===== config.mk =====
export PLATFORM = sky130hd
export DESIGN_NAME = mdu_seq
export DESIGN_NICKNAME = d
export VERILOG_FILES = /design/src/rtl/mdu_pkg.sv /design/src/rtl/mdu_ctrl.sv /design/src/rtl/mdu_mul_step.sv /design/src/rtl/mdu_div_step.sv /design/src/rtl/mdu_seq.sv
export SDC_FILE = /design/constraint.sdc
export NUM_CORES = 1
export LEC_CHECK = 0
export BUFFER_PORTS_ARGS = -buffer_cell sky130_fd_sc_hd__buf_2
export CAP_MARGIN = 40
export CORE_AREA = 2 2 142 144
export DETAILED_ROUTE_END_ITERATION = 8
export DIE_AREA = 0 0 144 146
export GPL_TIMING_DRIVEN = 0
export SLEW_MARGIN = 20
export SYNTH_ARGS = -nofsm -noshare
export SYNTH_HDL_FRONTEND = slang
export SYNTH_HIERARCHICAL = 1
export SYNTH_SLANG_ARGS = --single-unit

===== constraint.sdc =====
create_clock -name clk -period 2.89 [get_ports clk]
set_input_delay 0.289 -clock clk [delete_from_list [all_inputs] [get_ports clk]]
set_output_delay 0.289 -clock clk [all_outputs]
set_load 0.02 [all_outputs]

===== src/rtl/mdu_pkg.sv =====
package mdu_pkg;
   localparam int unsigned CTL_GO    = 7;
   localparam int unsigned CTL_MODE  = 0;
   localparam int unsigned STAT_DONE = 0;

   typedef enum logic {
      MODE_DIV = 1'b0,
      MODE_MUL = 1'b1
   } mode_e;
endpackage


===== src/rtl/mdu_ctrl.sv =====
module mdu_ctrl
   import mdu_pkg::*;
#(
   parameter int OPW = 16
) (
   input  logic       clk,
   input  logic       rst_n,
   input  logic       ctl_we,
   input  logic [7:0] ctl_wdata,
   input  logic       stat_clr,
   output logic       busy,
   output mode_e      mode,
   output logic       last,
   output logic       start_mul,
   output logic       start_div,
   output logic       flag,
   output logic [7:0] ctl_rd
);
   localparam int STEPS_MUL = OPW;
   localparam int STEPS_DIV = 2 * OPW;
   localparam int CW        = $clog2(STEPS_DIV);

   logic [CW-1:0] cnt;
   logic [CW-1:0] lim;
   logic          start;
   logic          abort;

   assign lim       = (mode == MODE_MUL) ? CW'(STEPS_MUL - 1) : CW'(STEPS_DIV - 1);
   assign last      = busy && (cnt == lim);
   assign start     = !busy && ctl_we && ctl_wdata[CTL_GO];
   assign abort     = busy && ctl_we && !ctl_wdata[CTL_GO];
   assign start_mul = start && ctl_wdata[CTL_MODE];
   assign start_div = start && !ctl_wdata[CTL_MODE];

   always_ff @(posedge clk or negedge rst_n) begin
      if (!rst_n) begin
         busy <= 1'b0;
         cnt  <= '0;
         mode <= MODE_DIV;
         flag <= 1'b0;
      end else begin
         if (ctl_we)
            mode <= mode_e'(ctl_wdata[CTL_MODE]);
         if (last)
            busy <= 1'b0;
         else if (abort)
            busy <= 1'b0;
         else if (start)
            busy <= 1'b1;
         if (start)
            cnt <= '0;
         else if (busy)
            cnt <= cnt + 1'b1;
         if (last)
            flag <= 1'b1;
         else if (stat_clr)
            flag <= 1'b0;
      end
   end

   always_comb begin
      ctl_rd           = '0;
      ctl_rd[CTL_GO]   = busy;
      ctl_rd[CTL_MODE] = mode;
   end

   p_start_r3 : assert property (@(posedge clk) disable iff (!rst_n)
      (!busy && ctl_we && ctl_wdata[CTL_GO]) |=> (busy && cnt == '0));
   p_done_r7 : assert property (@(posedge clk) disable iff (!rst_n)
      last |=> (flag && !busy));
   p_flag_sticky_r7 : assert property (@(posedge clk) disable iff (!rst_n)
      (flag && !stat_clr) |=> flag);
   p_abort_r8 : assert property (@(posedge clk) disable iff (!rst_n)
      (busy && !last && ctl_we && !ctl_wdata[CTL_GO]) |=> (!busy && $stable(flag)));
endmodule


===== src/rtl/mdu_mul_step.sv =====
module mdu_mul_step #(
   parameter int W = 16
) (
   input  logic [2*W-1:0] a,
   input  logic [W-1:0]   b,
   output logic [2*W-1:0] a_nx
);
   logic [W:0] sum;

   always_comb begin
      sum  = {1'b0, a[2*W-1:W]} + (a[0] ? {1'b0, b} : '0);
      a_nx = {sum, a[W-1:1]};
   end
endmodule


===== src/rtl/mdu_div_step.sv =====
module mdu_div_step #(
   parameter int W = 16
) (
   input  logic [2*W-1:0] a,
   input  logic [W-1:0]   b,
   input  logic [W-1:0]   r,
   output logic [2*W-1:0] a_nx,
   output logic [W-1:0]   r_nx
);
   logic [W:0] trial;
   logic [W:0] diff;
   logic       fits;

   always_comb begin
      trial = {r, a[2*W-1]};
      fits  = (trial >= {1'b0, b});
      diff  = trial - {1'b0, b};
      r_nx  = fits ? diff[W-1:0] : trial[W-1:0];
      a_nx  = {a[2*W-2:0], fits};
   end
endmodule


===== src/rtl/mdu_seq.sv =====
module mdu_seq
   import mdu_pkg::*;
#(
   parameter int OPW = 16,
   parameter int AW  = 4
) (
   input  logic          clk,
   input  logic          rst_n,
   input  logic [AW-1:0] addr,
   input  logic          wr_en,
   input  logic [7:0]    wr_data,
   input  logic          bit_en,
   input  logic [2:0]    bit_sel,
   input  logic          bit_val,
   output logic [7:0]    rd_data,
   output logic          irq
);
   localparam int AWID     = 2 * OPW;
   localparam int NA       = AWID / 8;
   localparam int NB       = OPW / 8;
   localparam int ADR_B    = NA;
   localparam int ADR_R    = NA + NB;
   localparam int ADR_CTL  = NA + 2 * NB;
   localparam int ADR_STAT = ADR_CTL + 1;

   if (OPW < 8 || (OPW % 8) != 0) begin : g_bad_width
      $error("mdu_seq: OPW must be a positive multiple of 8");
   end
   if (ADR_STAT >= (1 << AW)) begin : g_bad_addr
      $error("mdu_seq: AW too narrow for the register map");
   end

   logic [AWID-1:0] a_q;
   logic [OPW-1:0]  b_q;
   logic [OPW-1:0]  r_q;
   logic [7:0]      ctl_rd;
   logic [7:0]      stat_rd;
   logic [7:0]      wbyte;
   logic [7:0]      bitmod;
   logic            we;
   logic            busy, last, start_mul, start_div, flag;
   mode_e           mode;
   logic            ctl_we, stat_clr;
   logic [NA-1:0]   a_we;
   logic [NB-1:0]   b_we;
   logic [AWID-1:0] mul_a_nx, div_a_nx, dp_a_nx;
   logic [OPW-1:0]  div_r_nx, dp_r_nx;

   // read mux
   always_comb begin
      rd_data = '0;
      for (int i = 0; i < NA; i++)
         if (addr == AW'(i)) rd_data = a_q[8*i +: 8];
      for (int i = 0; i < NB; i++) begin
         if (addr == AW'(ADR_B + i)) rd_data = b_q[8*i +: 8];
         if (addr == AW'(ADR_R + i)) rd_data = r_q[8*i +: 8];
      end
      if (addr == AW'(ADR_CTL))  rd_data = ctl_rd;
      if (addr == AW'(ADR_STAT)) rd_data = stat_rd;
   end

   // single-bit writes are read-modify-write of the addressed byte
   always_comb begin
      bitmod          = rd_data;
      bitmod[bit_sel] = bit_val;
      wbyte           = wr_en ? wr_data : bitmod;
   end
   assign we = wr_en || bit_en;

   genvar gi;
   for (gi = 0; gi < NA; gi++) begin : g_a_lane
      assign a_we[gi] = we && !busy && (addr == AW'(gi));
   end
   for (gi = 0; gi < NB; gi++) begin : g_b_lane
      assign b_we[gi] = we && !busy && (addr == AW'(ADR_B + gi));
   end

   assign ctl_we   = we && (addr == AW'(ADR_CTL));
   assign stat_clr = (addr == AW'(ADR_STAT)) &&
                     (wr_en ? wr_data[STAT_DONE]
                            : (bit_en && bit_sel == 3'(STAT_DONE) && bit_val));

   always_comb begin
      stat_rd            = '0;
      stat_rd[STAT_DONE] = flag;
   end
   assign irq = flag;

   mdu_ctrl #(.OPW(OPW)) u_ctrl (
      .clk       (clk),
      .rst_n     (rst_n),
      .ctl_we    (ctl_we),
      .ctl_wdata (wbyte),
      .stat_clr  (stat_clr),
      .busy      (busy),
      .mode      (mode),
      .last      (last),
      .start_mul (start_mul),
      .start_div (start_div),
      .flag      (flag),
      .ctl_rd    (ctl_rd)
   );

   mdu_mul_step #(.W(OPW)) u_mul (
      .a    (a_q),
      .b    (b_q),
      .a_nx (mul_a_nx)
   );

   mdu_div_step #(.W(OPW)) u_div (
      .a    (a_q),
      .b    (b_q),
      .r    (r_q),
      .a_nx (div_a_nx),
      .r_nx (div_r_nx)
   );

   assign dp_a_nx = (mode == MODE_MUL) ? mul_a_nx : div_a_nx;
   assign dp_r_nx = (mode == MODE_MUL) ? r_q : div_r_nx;

   always_ff @(posedge clk or negedge rst_n) begin
      if (!rst_n) begin
         a_q <= '0;
         r_q <= '0;
      end else if (busy) begin
         a_q <= dp_a_nx;
         r_q <= dp_r_nx;
      end else begin
         if (start_mul)
            a_q[AWID-1:OPW] <= '0;
         if (start_div)
            r_q <= '0;
         for (int i = 0; i < NA; i++)
            if (a_we[i]) a_q[8*i +: 8] <= wbyte;
      end
   end

   always_ff @(posedge clk or negedge rst_n) begin
      if (!rst_n)
         b_q <= '0;
      else
         for (int i = 0; i < NB; i++)
            if (b_we[i]) b_q[8*i +: 8] <= wbyte;
   end

   p_b_frozen_r10 : assert property (@(posedge clk) disable iff (!rst_n)
      busy |=> $stable(b_q));
   p_mul_keeps_rem_r4 : assert property (@(posedge clk) disable iff (!rst_n)
      (busy && mode == MODE_MUL) |=> $stable(r_q));
   p_idle_a_hold_r10 : assert property (@(posedge clk) disable iff (!rst_n)
      (!busy && !we) |=> $stable(a_q));
endmodule


# == Yosys cells after proc, flatten, opt, wreduce, memory -nomap -nowiden ==
# Index checks and enable logic that the tools add are counted.
# Widths: inputs -> output; s select.
# totals
register_bits,72
in_bits,20
out_inout_bits,9
word_cells,97
# op_classes
addsub,3
order_cmp,3
eq_ne,11
mux,35
n_reduce_logical,34
# ops
cell,n
$mux 8,15
$mux 16,6
$mux 32,2
$logic_and 1x1->1,19
$add 16x17->17,1
$ge 17x16->1,1
$eq 4x3->1 const B,4
$sub 16x16->16,1
$mux 5,3
$reduce_bool 2->1,5
$reduce_bool 3->1,3
$bwmux 8,1
$eq 4x2->1 const B,2
$eq 4x4->1 const B,2
$mux 1,7
$add 5x1->5 const B,1
$eq 5x5->1,1
$eq 4x1->1 const B,1
$logic_not 4->1,1
$lt 3x4->1 const B,1
$demux 1 s3,1
$ge 3x1->1 const B,1
$logic_not 1->1,3
$logic_not 3->1,1
other kinds (3),3

# == Logic depth before layout (Yosys ltp) ==
# depth
depth_word,18
mapped_depth,14
mapped_depth_nobuf,12

# == Hierarchy ==
# The synthesis kept the hierarchy.
# by_module_without_submodules
module,instances,cells_per_inst,area_each_um2,seq_area_each_um2
mdu_seq,1,552,4704.5,1601.5
mdu_div_step,1,188,1411.4,0.0
mdu_mul_step,1,142,1072.3,0.0
mdu_ctrl,1,45,450.4,200.2

# == Worst setup path before layout ==
# OpenSTA, ideal clock, no wires.
# synth_path
path_type,reg2reg
startpoint,register a_q[0]
endpoint,register a_q[25]
setup_ns,0.135
arrival_time_ns,2.612
required_time_ns,2.755
path_slack_ns,0.143
path_stages_with_launch,14
path_buffers,1
period_less_slack_ns,2.747
path_cell_list,dfrtp_1 > clkbuf_1 > and2_1 > ha_1 > fa_1 > a21o_1 > a221oi_2 > o21bai_2 > nor4_1 > a211oi_1 > mux2i_1 > nor2_1 > a31oi_1 > o21ai_0
# synth_via
elab_cells_between_ends,18
classes_between,add/sub: 1; mux: 15; reduce/logical: 2
# synth_lines
element,line_no,rtl
start: declaration,mdu_seq.sv:33,logic [AWID-1:0] a_q;
start signal: assignment,mdu_seq.sv:126,a_q <= dp_a_nx;
start signal: indexed assignment,mdu_seq.sv:134,if (a_we[i]) a_q[8*i +: 8] <= wbyte;
$mux 16,mdu_mul_step.sv:11,"sum = {1'b0, a[2*W-1:W]} + (a[0] ? {1'b0, b} : '0);"
$add 16x17->17,mdu_mul_step.sv:11,
net mul_a_nx[25],mdu_seq.sv:46,"logic [AWID-1:0] mul_a_nx, div_a_nx, dp_a_nx;"
$mux 32,mdu_seq.sv:118,assign dp_a_nx = (mode == MODE_MUL) ? mul_a_nx : div_a_nx;
$mux 32,mdu_seq.sv:125,end else if (busy) begin
# The timed path passes the listed nets, and every way through them passes these cells.
# A chain may end at the register's enable or synchronous reset.

# == Worst setup path after layout ==
# layout_path
startpoint,register a_q[0]
endpoint,register a_q[27]
# Same word-level chain as after synthesis.

==> flow_summary.html <==
<table>
<tr><th>Metric</th><th>Value</th></tr>
<tr><th colspan="2">GRT</th></tr>
<tr><td>Pin count of the biggest net entering global routing</td><td>54</td></tr>
<tr><td>Overflow left after global routing</td><td>0</td></tr>
<tr><td>Antenna violations before repair</td><td>0</td></tr>
<tr><td>Via count of the first global-routing pass</td><td>around 6800</td></tr>
<tr><td>Wire length of the first global-routing pass</td><td>roughly 40000 um</td></tr>
<tr><td>Overall fraction of global-route tracks in use</td><td>0.2490</td></tr>
<tr><th colspan="2">Drt</th></tr>
<tr><td>Drt wl/cell</td><td>approximately 21 um</td></tr>
<tr><td>Number of detailed-routing iterations run before antenna repair</td><td>6</td></tr>
<tr><td>Routed Antenna Nets</td><td>0</td></tr>
<tr><td>Routed via count divided by cell count</td><td>approximately 5.8</td></tr>
<tr><td>Total detailed-routing wirelength</td><td>roughly 26000 um</td></tr>
<tr><td>DRC</td><td>0</td></tr>
<tr><td>Count of routing violations after the opening detailed-route iteration</td><td>~840</td></tr>
<tr><td>Overall via count from detail_route</td><td>about 7300</td></tr>
<tr><th colspan="2">Die</th></tr>
<tr><td>Die outline area</td><td>~21000 sq um</td></tr>
<tr><td>Die extent in x</td><td>around 140 um</td></tr>
<tr><td>Overall die height</td><td>approximately 150 um</td></tr>
<tr><td>Top-level I/O count</td><td>29</td></tr>
<tr><td>Core Footprint</td><td>approximately 19000 sq um</td></tr>
<tr><td>Initial Utilization</td><td>0.3934</td></tr>
<tr><td>Number of rows in the core area</td><td>51</td></tr>
<tr><th colspan="2">Power</th></tr>
<tr><td>Power Density</td><td>around 1000 nW/um^2</td></tr>
<tr><td>Worst VDD drop</td><td>about 0.87 mV</td></tr>
<tr><td>Leakage power</td><td>3.936 nW</td></tr>
<tr><th colspan="2">Timing</th></tr>
<tr><td>Tcrit/Tclk final</td><td>0.9781</td></tr>
<tr><td>Final Max Tran Viols</td><td>0</td></tr>
<tr><td>Time the worst path needs with I/O delays and setup</td><td>around 2800 ps</td></tr>
<tr><td>Headroom to the max-slew limit</td><td>0.3775</td></tr>
<tr><td>Clock Skew</td><td>between 10 and 15 ps</td></tr>
<tr><td>Final hold viol count</td><td>0</td></tr>
<tr><td>Fin Setup TNS</td><td>0 ps</td></tr>
<tr><td>Hold Worst Slack</td><td>about 370 ps</td></tr>
<tr><td>Slack of the critical path</td><td>roughly 63 ps</td></tr>
<tr><td>Measured slew at the worst slew-check pin</td><td>slightly above 900 ps</td></tr>
<tr><td>Final setup violation count</td><td>0</td></tr>
<tr><td>Fmax</td><td>roughly 350 MHz</td></tr>
<tr><td>Unrepaired setup endpoints after global routing</td><td>true</td></tr>
<tr><th colspan="2">Synthesis</th></tr>
<tr><td>Syn_area_per_cell</td><td>8.258 sq um</td></tr>
<tr><td>Cell area after technology mapping</td><td>around 7600 sq um</td></tr>
<tr><td>Number of warnings issued by yosys</td><td>6</td></tr>
<tr><td>Number of instances in the synthesized netlist</td><td>~920</td></tr>
<tr><th colspan="2">Worst setup path</th></tr>
<tr><td>Sort of element at the end of the critical path</td><td>flop</td></tr>
<tr><td>Classification of the worst setup path</td><td>reg -&gt; reg</td></tr>
<tr><td>Start point of the critical path</td><td>a_q[0]</td></tr>
<tr><td>Worst Path Arrival</td><td>~3000 ps</td></tr>
<tr><td>Register-to-Register Path Depth</td><td>13</td></tr>
<tr><td>Capturing instance or port of the critical path</td><td>a_q[27]</td></tr>
<tr><td>Reg-to-reg endpoint</td><td>a_q[27]</td></tr>
<tr><td>Startpoint of the most critical register-to-register path</td><td>a_q[0]</td></tr>
<tr><td>Largest fanout on the critical path</td><td>10</td></tr>
<tr><td>R2R Setup Slk</td><td>roughly 63 ps</td></tr>
<tr><td>Startpoint type of the worst setup path</td><td>flop</td></tr>
<tr><td>Required time worst endpoint</td><td>~3100 ps</td></tr>
<tr><th colspan="2">Layout</th></tr>
<tr><td>Post-layout nets</td><td>1033</td></tr>
<tr><td>Commonest cells after routing, fill and taps aside</td><td>87 x sky130_fd_sc_hd__nand2_1, 79 x sky130_fd_sc_hd__buf_4, 66 x sky130_fd_sc_hd__dfrtp_1</td></tr>
<tr><td>Diodes inserted</td><td>0</td></tr>
<tr><td>Leading cell type in the layout, fill and taps excluded</td><td>sky130_fd_sc_hd__nand2_1</td></tr>
<tr><td>Post-synthesis to final-layout area growth</td><td>16.06%</td></tr>
<tr><td>Final core utilization</td><td>0.4565</td></tr>
<tr><td>Final standard cell area without fillers</td><td>roughly 8800 sq um</td></tr>
<tr><td>Share of layout cells above drive strength 1</td><td>0.2523</td></tr>
<tr><th colspan="2">Clock tree</th></tr>
<tr><td>Root cell of the clock tree</td><td>sky130_fd_sc_hd__clkbuf_16</td></tr>
<tr><td>Clock tree from TritonCTS</td><td>done</td></tr>
<tr><td>Number of H-tree levels</td><td>3</td></tr>
<tr><td>Maximum buffer depth of the clock tree</td><td>2</td></tr>
<tr><td>Num CTS Buffers</td><td>9</td></tr>
<tr><td>Clk slew on worst S/H paths</td><td>70 ps</td></tr>
<tr><td>Clock insertion delay at the later pin of the skew report</td><td>360 ps</td></tr>
<tr><td>Number of sinks driven by the clock tree</td><td>72</td></tr>
<tr><th colspan="2">Place</th></tr>
<tr><td>Worst-case setup slack after placement</td><td>-915.2 ps</td></tr>
<tr><td>Port Buffer Count</td><td>26</td></tr>
<tr><td>Post-DP Area</td><td>8132 sq um</td></tr>
<tr><td>Final estimated routing congestion in global placement</td><td>slightly below 1</td></tr>
<tr><td>Detailed Place HPWL</td><td>around 20000 um</td></tr>
<tr><th colspan="2">Min path</th></tr>
<tr><td>Hold/Removal Path Class</td><td>in -&gt; async</td></tr>
<tr><th colspan="2">Outcome</th></tr>
<tr><td>Status</td><td>finished clean</td></tr>
<tr><th colspan="2">Flow run</th></tr>
<tr><td>Max Cap Violations</td><td>0</td></tr>
</table>
## per-stage QoR
stage / cells / total power, mW
after floorplan: 926 / 6.215
after global placement: 1217 / 7.489
after detailed placement: 1220 / 7.539
after CTS: 1241 / 8.918
after global routing: 1248 / 9.852
final: 1248 / 9.247
## cell type report
type                       count  area, sq um
inverter                      39        148.9
timing repair buffer          45        297.8
multi-input combinational    705         5190
fill                        1922        10510
tap                          265        331.6
sequential                    72         1809
clock buffer                  10        239.0
clock inverter                 6        68.82
buffer                       106        742.0
## flip-flops by register name, summed over array words and instances, names as in the netlist
name         cells
u_ctrl/mode      1
r_q             16
a_q             32
b_q             16
u_ctrl/busy      1
u_ctrl/flag      1
u_ctrl/cnt       5
## power by group
part           internal [mW]  total (mW)  leakage [nW]  switching, mW
Sequential              1.43        2.09         0.908          0.659
Clock                  0.696        1.20         0.149          0.507
Combinational           2.92        5.95          2.88           3.03
## how the worst min path moves through the flow
stage                       start             to  slack, ps  cells after the start
CTS                         rst_n         r_q[9]        380                      2
global route                rst_n        r_q[10]        400                      2
floorplan                   rst_n         a_q[0]         -7                      0
detailed placement          rst_n        r_q[10]        210                      1
global placement    u_ctrl/cnt[0]  u_ctrl/cnt[0]        510                      1
finish                      rst_n        r_q[10]        370                      2
## routing by layer
metal,share of wire,track usage,routed length [um],up-vias
li1,-,-,-,3429
met1,0.45,0.3577,11790,3455
met2,0.45,0.3848,11970,318
met3,0.068,0.03126,1801,56
met4,0.030,0.08431,799,0
met5,0,0,0,-
## critical path: stages, from the launching register on
cell                       delay, ps
sky130_fd_sc_hd__dfrtp_2         450
sky130_fd_sc_hd__buf_8           150
sky130_fd_sc_hd__and2_4          140
sky130_fd_sc_hd__ha_4            170
sky130_fd_sc_hd__fa_2            350
sky130_fd_sc_hd__a21o_1          210
sky130_fd_sc_hd__a221oi_4        330
sky130_fd_sc_hd__o21ai_2         140
sky130_fd_sc_hd__a21oi_2         200
sky130_fd_sc_hd__xnor2_1         100
sky130_fd_sc_hd__mux2i_1         140
sky130_fd_sc_hd__nor2_1           50
sky130_fd_sc_hd__a31oi_1         160
sky130_fd_sc_hd__o21ai_1          80
## repair_timing
action,CTS,global route
hold endpoints to repair,19,0
endpoints found under the setup margin,28,22
hold buffers,1,0
gates resized for setup,26,43
pin swaps,6,10
buffers inserted,6,9
No activity file was read; power rests on OpenSTA's default activity.
